### config.mk
export PLATFORM = sky130hd
export DESIGN_NAME = hzd_unit
export DESIGN_NICKNAME = d
export VERILOG_FILES = /design/src/rtl/hzd_pkg.sv /design/src/rtl/hzd_fwd_sel.sv /design/src/rtl/hzd_load_use.sv /design/src/rtl/hzd_branch_ctl.sv /design/src/rtl/hzd_unit.sv
export SDC_FILE = /design/constraint.sdc
export NUM_CORES = 1
export LEC_CHECK = 0
export BUFFER_PORTS_ARGS = -buffer_cell sky130_fd_sc_hd__buf_2
export CAP_MARGIN = 40
export CORE_AREA = 2 2 39 41
export DETAILED_ROUTE_END_ITERATION = 7
export DIE_AREA = 0 0 41 43
export PLACE_DENSITY_LB_ADDON = 0.25
export SYNTH_ARGS = -nofsm -noshare
export SYNTH_HDL_FRONTEND = slang
export SYNTH_HIERARCHICAL = 1
export SYNTH_SLANG_ARGS = --single-unit
### constraint.sdc
create_clock -name vclk -period 1.8
set_input_delay 0.36 -clock vclk [all_inputs]
set_output_delay 0.36 -clock vclk [all_outputs]
set_load 0.02 [all_outputs]
### src/rtl/hzd_pkg.sv
`timescale 1ns/1ps
package hzd_pkg;

   typedef enum logic [1:0] {
      FWD_RF  = 2'b00,
      FWD_WB  = 2'b01,
      FWD_MEM = 2'b10
   } fwd_sel_e;

   localparam int NUM_OPERANDS = 2;

   typedef struct packed {
      logic pc_hold;
      logic ifid_hold;
      logic ifid_flush;
      logic idex_bubble;
   } pipe_ctl_t;

endpackage

### src/rtl/hzd_fwd_sel.sv
`timescale 1ns/1ps
module hzd_fwd_sel #(
   parameter int REG_ADDR_W     = 5,
   parameter bit ZERO_REG_GUARD = 1'b1
) (
   input  logic [REG_ADDR_W-1:0] src,
   input  logic [REG_ADDR_W-1:0] exmem_rd,
   input  logic                  exmem_wen,
   input  logic [REG_ADDR_W-1:0] memwb_rd,
   input  logic                  memwb_wen,
   output logic [1:0]            sel
);
   import hzd_pkg::*;

   localparam logic [REG_ADDR_W-1:0] ZERO_REG = '0;

   logic exmem_live;
   logic memwb_live;
   logic exmem_hit;
   logic memwb_hit;

   // Writer qualification: with the guard, register 0 never counts as a live producer.
   generate
      if (ZERO_REG_GUARD) begin : g_guard
         assign exmem_live = exmem_wen && (exmem_rd != ZERO_REG);
         assign memwb_live = memwb_wen && (memwb_rd != ZERO_REG);
      end else begin : g_noguard
         assign exmem_live = exmem_wen;
         assign memwb_live = memwb_wen;
      end
   endgenerate

   assign exmem_hit = exmem_live && (exmem_rd == src);
   assign memwb_hit = memwb_live && (memwb_rd == src);

   // The younger producer (execute/memory) takes priority.
   always_comb begin
      fwd_sel_e s;
      if (exmem_hit)      s = FWD_MEM;
      else if (memwb_hit) s = FWD_WB;
      else                s = FWD_RF;
      sel = s;
   end

endmodule

### src/rtl/hzd_load_use.sv
`timescale 1ns/1ps
module hzd_load_use #(
   parameter int REG_ADDR_W = 5
) (
   input  logic                  idex_mem_read,
   input  logic [REG_ADDR_W-1:0] idex_rd,
   input  logic [REG_ADDR_W-1:0] ifid_rs,
   input  logic [REG_ADDR_W-1:0] ifid_rt,
   output logic                  stall_req
);
   logic [1:0] src_hit;

   assign src_hit[0] = (idex_rd == ifid_rs);
   assign src_hit[1] = (idex_rd == ifid_rt);
   assign stall_req  = idex_mem_read && (|src_hit);

endmodule

### src/rtl/hzd_branch_ctl.sv
`timescale 1ns/1ps
module hzd_branch_ctl (
   input  logic               stall_req,
   input  logic               branch_taken,
   output hzd_pkg::pipe_ctl_t ctl
);
   always_comb begin
      ctl = '0;
      if (branch_taken) begin
         // squash wins over a stall: younger slots are discarded anyway
         ctl.ifid_flush  = 1'b1;
         ctl.idex_bubble = 1'b1;
      end else if (stall_req) begin
         ctl.pc_hold     = 1'b1;
         ctl.ifid_hold   = 1'b1;
         ctl.idex_bubble = 1'b1;
      end
   end
endmodule

### src/rtl/hzd_unit.sv
`timescale 1ns/1ps
module hzd_unit #(
   parameter int REG_ADDR_W     = 5,
   parameter bit ZERO_REG_GUARD = 1'b1
) (
   input  logic [REG_ADDR_W-1:0] idex_rs,
   input  logic [REG_ADDR_W-1:0] idex_rt,
   input  logic [REG_ADDR_W-1:0] idex_rd,
   input  logic                  idex_mem_read,
   input  logic [REG_ADDR_W-1:0] exmem_rd,
   input  logic                  exmem_wen,
   input  logic [REG_ADDR_W-1:0] memwb_rd,
   input  logic                  memwb_wen,
   input  logic [REG_ADDR_W-1:0] ifid_rs,
   input  logic [REG_ADDR_W-1:0] ifid_rt,
   input  logic                  branch_taken,
   output logic [1:0]            fwd_a,
   output logic [1:0]            fwd_b,
   output logic                  pc_hold,
   output logic                  ifid_hold,
   output logic                  ifid_flush,
   output logic                  idex_bubble
);
   import hzd_pkg::*;

   generate
      if (REG_ADDR_W < 1 || REG_ADDR_W > 8) begin : g_bad_width
         $error("hzd_unit: REG_ADDR_W must be 1..8");
      end
   endgenerate

   logic [REG_ADDR_W-1:0] op_src [NUM_OPERANDS];
   logic [1:0]            op_sel [NUM_OPERANDS];
   logic                  stall_req;
   pipe_ctl_t             ctl;

   assign op_src[0] = idex_rs;
   assign op_src[1] = idex_rt;

   generate
      for (genvar g = 0; g < NUM_OPERANDS; g++) begin : g_op
         hzd_fwd_sel #(
            .REG_ADDR_W    (REG_ADDR_W),
            .ZERO_REG_GUARD(ZERO_REG_GUARD)
         ) sel_i (
            .src      (op_src[g]),
            .exmem_rd (exmem_rd),
            .exmem_wen(exmem_wen),
            .memwb_rd (memwb_rd),
            .memwb_wen(memwb_wen),
            .sel      (op_sel[g])
         );
      end
   endgenerate

   hzd_load_use #(.REG_ADDR_W(REG_ADDR_W)) lu_i (
      .idex_mem_read(idex_mem_read),
      .idex_rd      (idex_rd),
      .ifid_rs      (ifid_rs),
      .ifid_rt      (ifid_rt),
      .stall_req    (stall_req)
   );

   hzd_branch_ctl br_i (
      .stall_req   (stall_req),
      .branch_taken(branch_taken),
      .ctl         (ctl)
   );

   assign fwd_a       = op_sel[0];
   assign fwd_b       = op_sel[1];
   assign pc_hold     = ctl.pc_hold;
   assign ifid_hold   = ctl.ifid_hold;
   assign ifid_flush  = ctl.ifid_flush;
   assign idex_bubble = ctl.idex_bubble;

endmodule

# After elaboration in Yosys (flattened, before gate mapping)

Index checks and enable logic that the tools add are counted.

Add/sub/neg operators: 0
Multipliers: 0
Divide/modulo/power cells: 0
Order comparisons: 0
Eq/ne operators: 6
Shift-type cells: 0
Mux-type cells: 9
Bitwise gates (word level): 0
Reductions and logical operators: 10

Operators by type and width:

| cell               | number |
|---|---|
| == test 5 bit      | 6 |
| nonzero test 5 bit | 2 |
| 2-to-1 mux 2 bit   | 4 |
| logical AND 1 bit  | 7 |
| 2-to-1 mux 1 bit   | 5 |
| OR reduction 2 bit | 1 |

Flip-flop bits (word level): 0
Bits in latches: 0
Memory bits (writable): 0
ROM bits: 0
Memories kept: 0

# Longest topological paths before layout

Gate-level depths: netlist of the first run.

Depth in word-level cells: 5
Gate-level depth with buffers: 5

# By module

The synthesis of the first run kept the hierarchy.

By module, submodules not included:

| module         | times used | cells an instance | area each (µm²) | sequential area each (µm²) |
|---|---|---|---|---|
| hzd_fwd_sel    | 2          | 21                | 158.9           | 0.0 |
| hzd_load_use   | 1          | 15                | 113.9           | 0.0 |
| hzd_branch_ctl | 1          | 4                 | 27.5            | 0.0 |

# Worst setup path after synthesis of the first run

OpenSTA, ideal clock, no wires.

Path kind: input -> output
From: input port ifid_rs[2]
To: output port pc_hold
Arrival: 1368 ps
Path slack: 72 ps
Cell stages on the path: 5
Path through: xnor2_1 -> nand4_1 -> o22ai_1 -> nor2b_1 -> buf_4

Cells in the longest elaborated chain, start to end: 5

RTL lines:

| what               | line                 | source |
|---|---|---|
| from (decl)        | hzd_unit.sv:14       | `input logic [REG_ADDR_W-1:0] ifid_rs,` |
| == test 5 bit      | hzd_load_use.sv:13   | `assign src_hit[0] = (idex_rd == ifid_rs);` |
| OR reduction 2 bit | hzd_load_use.sv:15   | `assign stall_req = idex_mem_read && (\|src_hit);` |
| logical AND 1 bit  | hzd_load_use.sv:15   |  |
| net stall_req      | hzd_unit.sv:34       | `logic stall_req;` |
| 2-to-1 mux 2 bit   | hzd_branch_ctl.sv:13 | `end else if (stall_req) begin` |
| 2-to-1 mux 2 bit   | hzd_branch_ctl.sv:9  | `if (branch_taken) begin` |
| to (decl)          | hzd_unit.sv:19       | `output logic pc_hold,` |

The timed path passes the listed nets, and every way through them passes these cells.

# Worst setup path in the final report of the first run

From: input port exmem_rd[0]
To: output port fwd_a[0]

Cells in the longest elaborated chain, start to end: 4
Elaborated cells between the ends (all ways): 5
Classes of those cells: eq/ne (1); mux (1); reduce/logical (3)

RTL lines:

| what                | line              | source |
|---|---|---|
| from (decl)         | hzd_unit.sv:10    | `input logic [REG_ADDR_W-1:0] exmem_rd,` |
| nonzero test 5 bit  | hzd_fwd_sel.sv:25 | `assign exmem_live = exmem_wen && (exmem_rd != ZERO_REG);` |
| logical AND 1 bit   | hzd_fwd_sel.sv:25 |  |
| logical AND 1 bit * | hzd_fwd_sel.sv:33 | `assign exmem_hit = exmem_live && (exmem_rd == src);` |
| 2-to-1 mux 2 bit *  | hzd_fwd_sel.sv:39 | `if (exmem_hit) s = FWD_MEM;` |
| to (decl)           | hzd_unit.sv:17    | `output logic [1:0] fwd_a,` |

Mark *: on every way between the ends. The rest lies on a longest branch, timed or not.

==> results of run 1 <==
[Yosys cell counts]
library cell	instances
nor2_1	2
nor3_1	4
buf_4	4
nor3_2	2
a21oi_1	2
xnor2_1	20
a211oi_2	2
o22ai_1	1
nor4_1	2
nor2b_1	1
or2_1	1
nand4_1	2
o41ai_2	2
nand3_1	4
nand2_1	6
xor2_1	6
[final timing paths]
kind,to,slack [ps]
setup / recovery,fwd_a[0],90
hold / removal,ifid_flush,960
[placed cells by master (no fill, tap or decap)]
| master | n |
|---|---|
| xnor2_1 | 20 |
| o41ai_2 | 1 |
| or2_1 | 1 |
| nor2b_1 | 1 |
| nand4_1 | 2 |
| buf_2 | 47 |
| a21oi_1 | 2 |
| nor3_1 | 4 |
| o41ai_4 | 1 |
| nor4_1 | 2 |
| o22ai_1 | 1 |
| xor2_1 | 6 |
| a211oi_2 | 2 |
| nor3_2 | 2 |
| nand2_1 | 6 |
| nand3_1 | 4 |
| nor2_1 | 2 |
[per-stage QoR]
step / utilization / cells / power [mW] / area, sq um
2_1_floorplan: - / 61 / 0.0813 / 459
3_3_place_gp: 0.495 / 120 / 0.156 / 684
3_5_place_dp: 0.495 / 120 / 0.158 / 684
4_1_cts: 0.495 / 120 / 0.158 / 684
5_1_grt: 0.503 / 120 / 0.177 / 696
6_report: 0.503 / 120 / 0.160 / 696
[cells by family (layout without fill, tap and decap cells)]
kind of cell,Yosys count,in the layout,share of synthesized area
XOR/XNOR,26,26,0.496
AND/OR/NAND/NOR,24,24,0.278
AO/OA/AOI/OAI,7,7,0.161
buffers and inverters,4,47,0.0654
[final cells by class]
type	count	area, sq um	share of cell area
timing repair buffer	47	235	0.338
multi-input combinational	57	440	0.633
tap	16	20.0	0.0288
[what timing repair did]
| action | in CTS | in global routing |
|---|---|---|
| buffers inserted | 0 | 0 |
| resized for setup | 0 | 1 |
| setup endpoints to repair | 0 | 1 |
[worst max-delay path, stage by stage]
cell and delay, ps:
buf_2 140, o41ai_4 370, a211oi_2 130, nor3_2 170, buf_2 180
[power by group]
group          internal, mW  switching (mW)
clock network             0               0
logic                0.0818          0.0778
registers                 0               0
total                0.0818          0.0778
[per-layer routing]
metal	share of wire	track usage	vias to the layer above
met5	0	0	-
met3	0.073	0	0
li1	-	-	300
met4	0	0	0
met2	0.47	0.263	20
met1	0.46	0.212	254
==> run summary, run 1 <==
First-pass GRT wire length - 2.02 mm
Final nets - 145
Syn Inst Count - 61
Vias per cell - 4.78
Min-delay src - branch_taken
Peak VDD IR - 0.0000847 V
Final hold vios - 0
CLK BUF - 0
Fraction of layout cells with a size suffix above 1 - 0.510
Via Count - 574
Min Tclk post-route - 1710 ps
Yosys warns - 6
Total negative slack - 0 ps
Synth top area share - 0.381
Gr usage total - 0.151
Syn_nets - 100
P_leak - 0.313 nW
WS Path Type - input port to primary output
Sequential element share of the synthesized area - 0
Gr ovfl total - 0
Final period util - 0.948
# setup viols final - 0
Avg WL per Cell - 10.0 microns
Data arrival, critical path - 1350 ps
Critical Path Source - exmem_rd[0]
Initial antenna violation count - 0
Top post-synthesis cells by area - xnor2_1 (38%), xor2_1 (11%), o41ai_2 (7.1%)
Register area - 0 sq um
Routed Antenna Nets - 0
Max_slew headroom - 0.770
Cell Pwr Density - 229 nW/um^2
Core area - 1380 sq um
Cell taking the most area after synthesis - xnor2_1
Port-buffer cells - 47
Cell row count - 14
Drt initial violations - 2
Fillers - 154
Largest net degree at the start of global routing - 5
DPL Wire Length - 1.11 mm
Seq cells - 0
CP endpoint kind - primary output
Hold_ws - 963 ps
Slew Viols, Final - 0
Worst-path maximum fanout - 4
Placer Congestion - 0.686
Inserted Diodes - 0
Initial Utilization - 0.332
Synth-to-layout area growth - 51.5%
Vias in the first global route - 538
Pre-CTS WS - 88.5 ps
Routed WL - 1.20 mm
DIE AREA - 1760 sq um
Die Ht - 43 microns
Slew @ Worst Pin - 342 ps
Final worst slack - 94.5 ps
WP data required - 1440 ps
Tightest Hold Check Type - input port to primary output
Fmax - 586 MHz
Router iterations before antenna repair - 4
IO Pins - 47
WHS Path Cells - 2
Die Width - 41 microns
Synth cell types - 16
DRC viols - 0
Outcome - finished, final reports clean
Post-CTS Hold Fix Bufs - 0
Avg Inst Size Synth - 7.53 sq um
Synthesized area - 459 sq um
Max-cap viol count - 0
CP Launch Type - input port
No activity file was read; power rests on OpenSTA's default activity.
==> run 2: changes to the inputs <==
--- a/config.mk
+++ b/config.mk
@@ -11,6 +11,7 @@
 export DETAILED_ROUTE_END_ITERATION = 7
 export DIE_AREA = 0 0 41 43
 export PLACE_DENSITY_LB_ADDON = 0.25
+export RECOVER_POWER = 50
 export SYNTH_ARGS = -nofsm -noshare
 export SYNTH_HDL_FRONTEND = slang
 export SYNTH_HIERARCHICAL = 1
==> run 2 against run 1 <==
Net effect:
- critical path depth stayed put
- critical path type unchanged
- largest power group unchanged
- cell count stayed put
- via count stayed put
- wire length is 0.33% higher
==> run summary, run 2 (synthesis results as in run 1) <==
Outcome - finished, final reports clean
Routed WL - 1.21 mm
Seq cells - 0
Peak VDD IR - 0.0000847 V
Routed Antenna Nets - 0
Crit-path slowest cell - o41ai_4
Port-buffer cells - 47
CP endpoint kind - primary output
Tightest Hold Check Type - input port to primary output
Gr ovfl total - 0
Combinational share of power - 1.000
WS Path Type - input port to primary output
Max_slew headroom - 0.774
Critical path's largest stage delay - 370 ps
Router iterations before antenna repair - 4
Largest net degree at the start of global routing - 5
Fraction of layout cells with a size suffix above 1 - 0.471
Placer Congestion - 0.686
Sw frac - 0.491
Drt initial violations - 2
Seq pwr share - 0
Total negative slack - 0 ps
Final period util - 0.949
Vias per cell - 4.78
Max-cap viol count - 0
# setup viols final - 0
Via Count - 574
Synth-to-layout area growth - 50.4%
Clock Power Share - 0
Avg WL per Cell - 10.1 microns
Vias in the first global route - 538
Fmax - 585 MHz
Cell mode on critical path - buf_2
Worst-path maximum fanout - 4
Cell row count - 14
WHS Path Cells - 2
Core area - 1380 sq um
CP Cell Sequence - buf_2 -> o41ai_4 -> a211oi_2 -> nor3_2 -> buf_2
CLK BUF - 0
Switching power total - 78.0 uW
P_leak - 0.299 nW
Most common cell after layout, fill and taps aside - buf_2
Post-CTS setup buffer count - 0
DIE AREA - 1760 sq um
DRC viols - 0
WP data required - 1440 ps
Power consumption - 159 uW
Delay-heaviest family, CP - compound AO/OA/AOI/OAI gates
Die Ht - 43 microns
Post-CTS Hold Fix Bufs - 0
Data arrival, critical path - 1350 ps
Die Width - 41 microns
Most frequent cells in the layout - buf_2 (43), xnor2_1 (20), nand2_1 (6), xor2_1 (6)
Final nets - 145
Buf+Inv Stages, Crit Path - 2
CP Launch Type - input port
First-pass GRT wire length - 2.02 mm
Final hold vios - 0
Critical path depth - 5
Slew @ Worst Pin - 337 ps
Initial antenna violation count - 0
Slew Viols, Final - 0
Initial Utilization - 0.332
DPL Wire Length - 1.11 mm
Min Tclk post-route - 1710 ps
Core Util, Final - 0.499
Number of gates resized after cts - 0
Power Internal - 80.9 uW
Inserted Diodes - 0
Register area - 0 sq um
IO Pins - 47
Gr usage total - 0.151
Cell Pwr Density - 230 nW/um^2
run 2: area by class of cell:
cell class	instances	area (sq um)
Fill cell	157	693
Multi-Input combinational cell	57	440
Timing Repair Buffer	47	230
Tap cell	16	20.0
run 2: final timing paths:
kind | end | from | slack [ps]
setup / recovery | fwd_a[0] | exmem_rd[0] | 90
hold / removal | ifid_flush | branch_taken | 990
run 2: through the flow:
step           area, sq um  hold WS, ps  worst slack, ps  cells
3_3_place_gp           684          963              104    120
4_1_cts                684          965             77.6    120
5_1_grt                691         1020            -4.97    120
2_1_floorplan          459          805             72.4     61
6_report               691          987             91.4    120
3_5_place_dp           684          965             88.5    120
run 2: layer usage:
layer,up-vias,part of all wire,GRT usage
li1,300,-,-
met1,254,0.46,0.212
met2,20,0.47,0.263
met3,0,0.075,0
met4,0,0,0
met5,-,0,0
run 2: power by group through the flow:
stage / registers, mW / logic (mW) / clock network (mW)
3_3_place_gp: 0 / 0.156 / 0
2_1_floorplan: 0 / 0.0813 / 0
4_1_cts: 0 / 0.158 / 0
6_report: 0 / 0.159 / 0
5_1_grt: 0 / 0.177 / 0
3_5_place_dp: 0 / 0.158 / 0
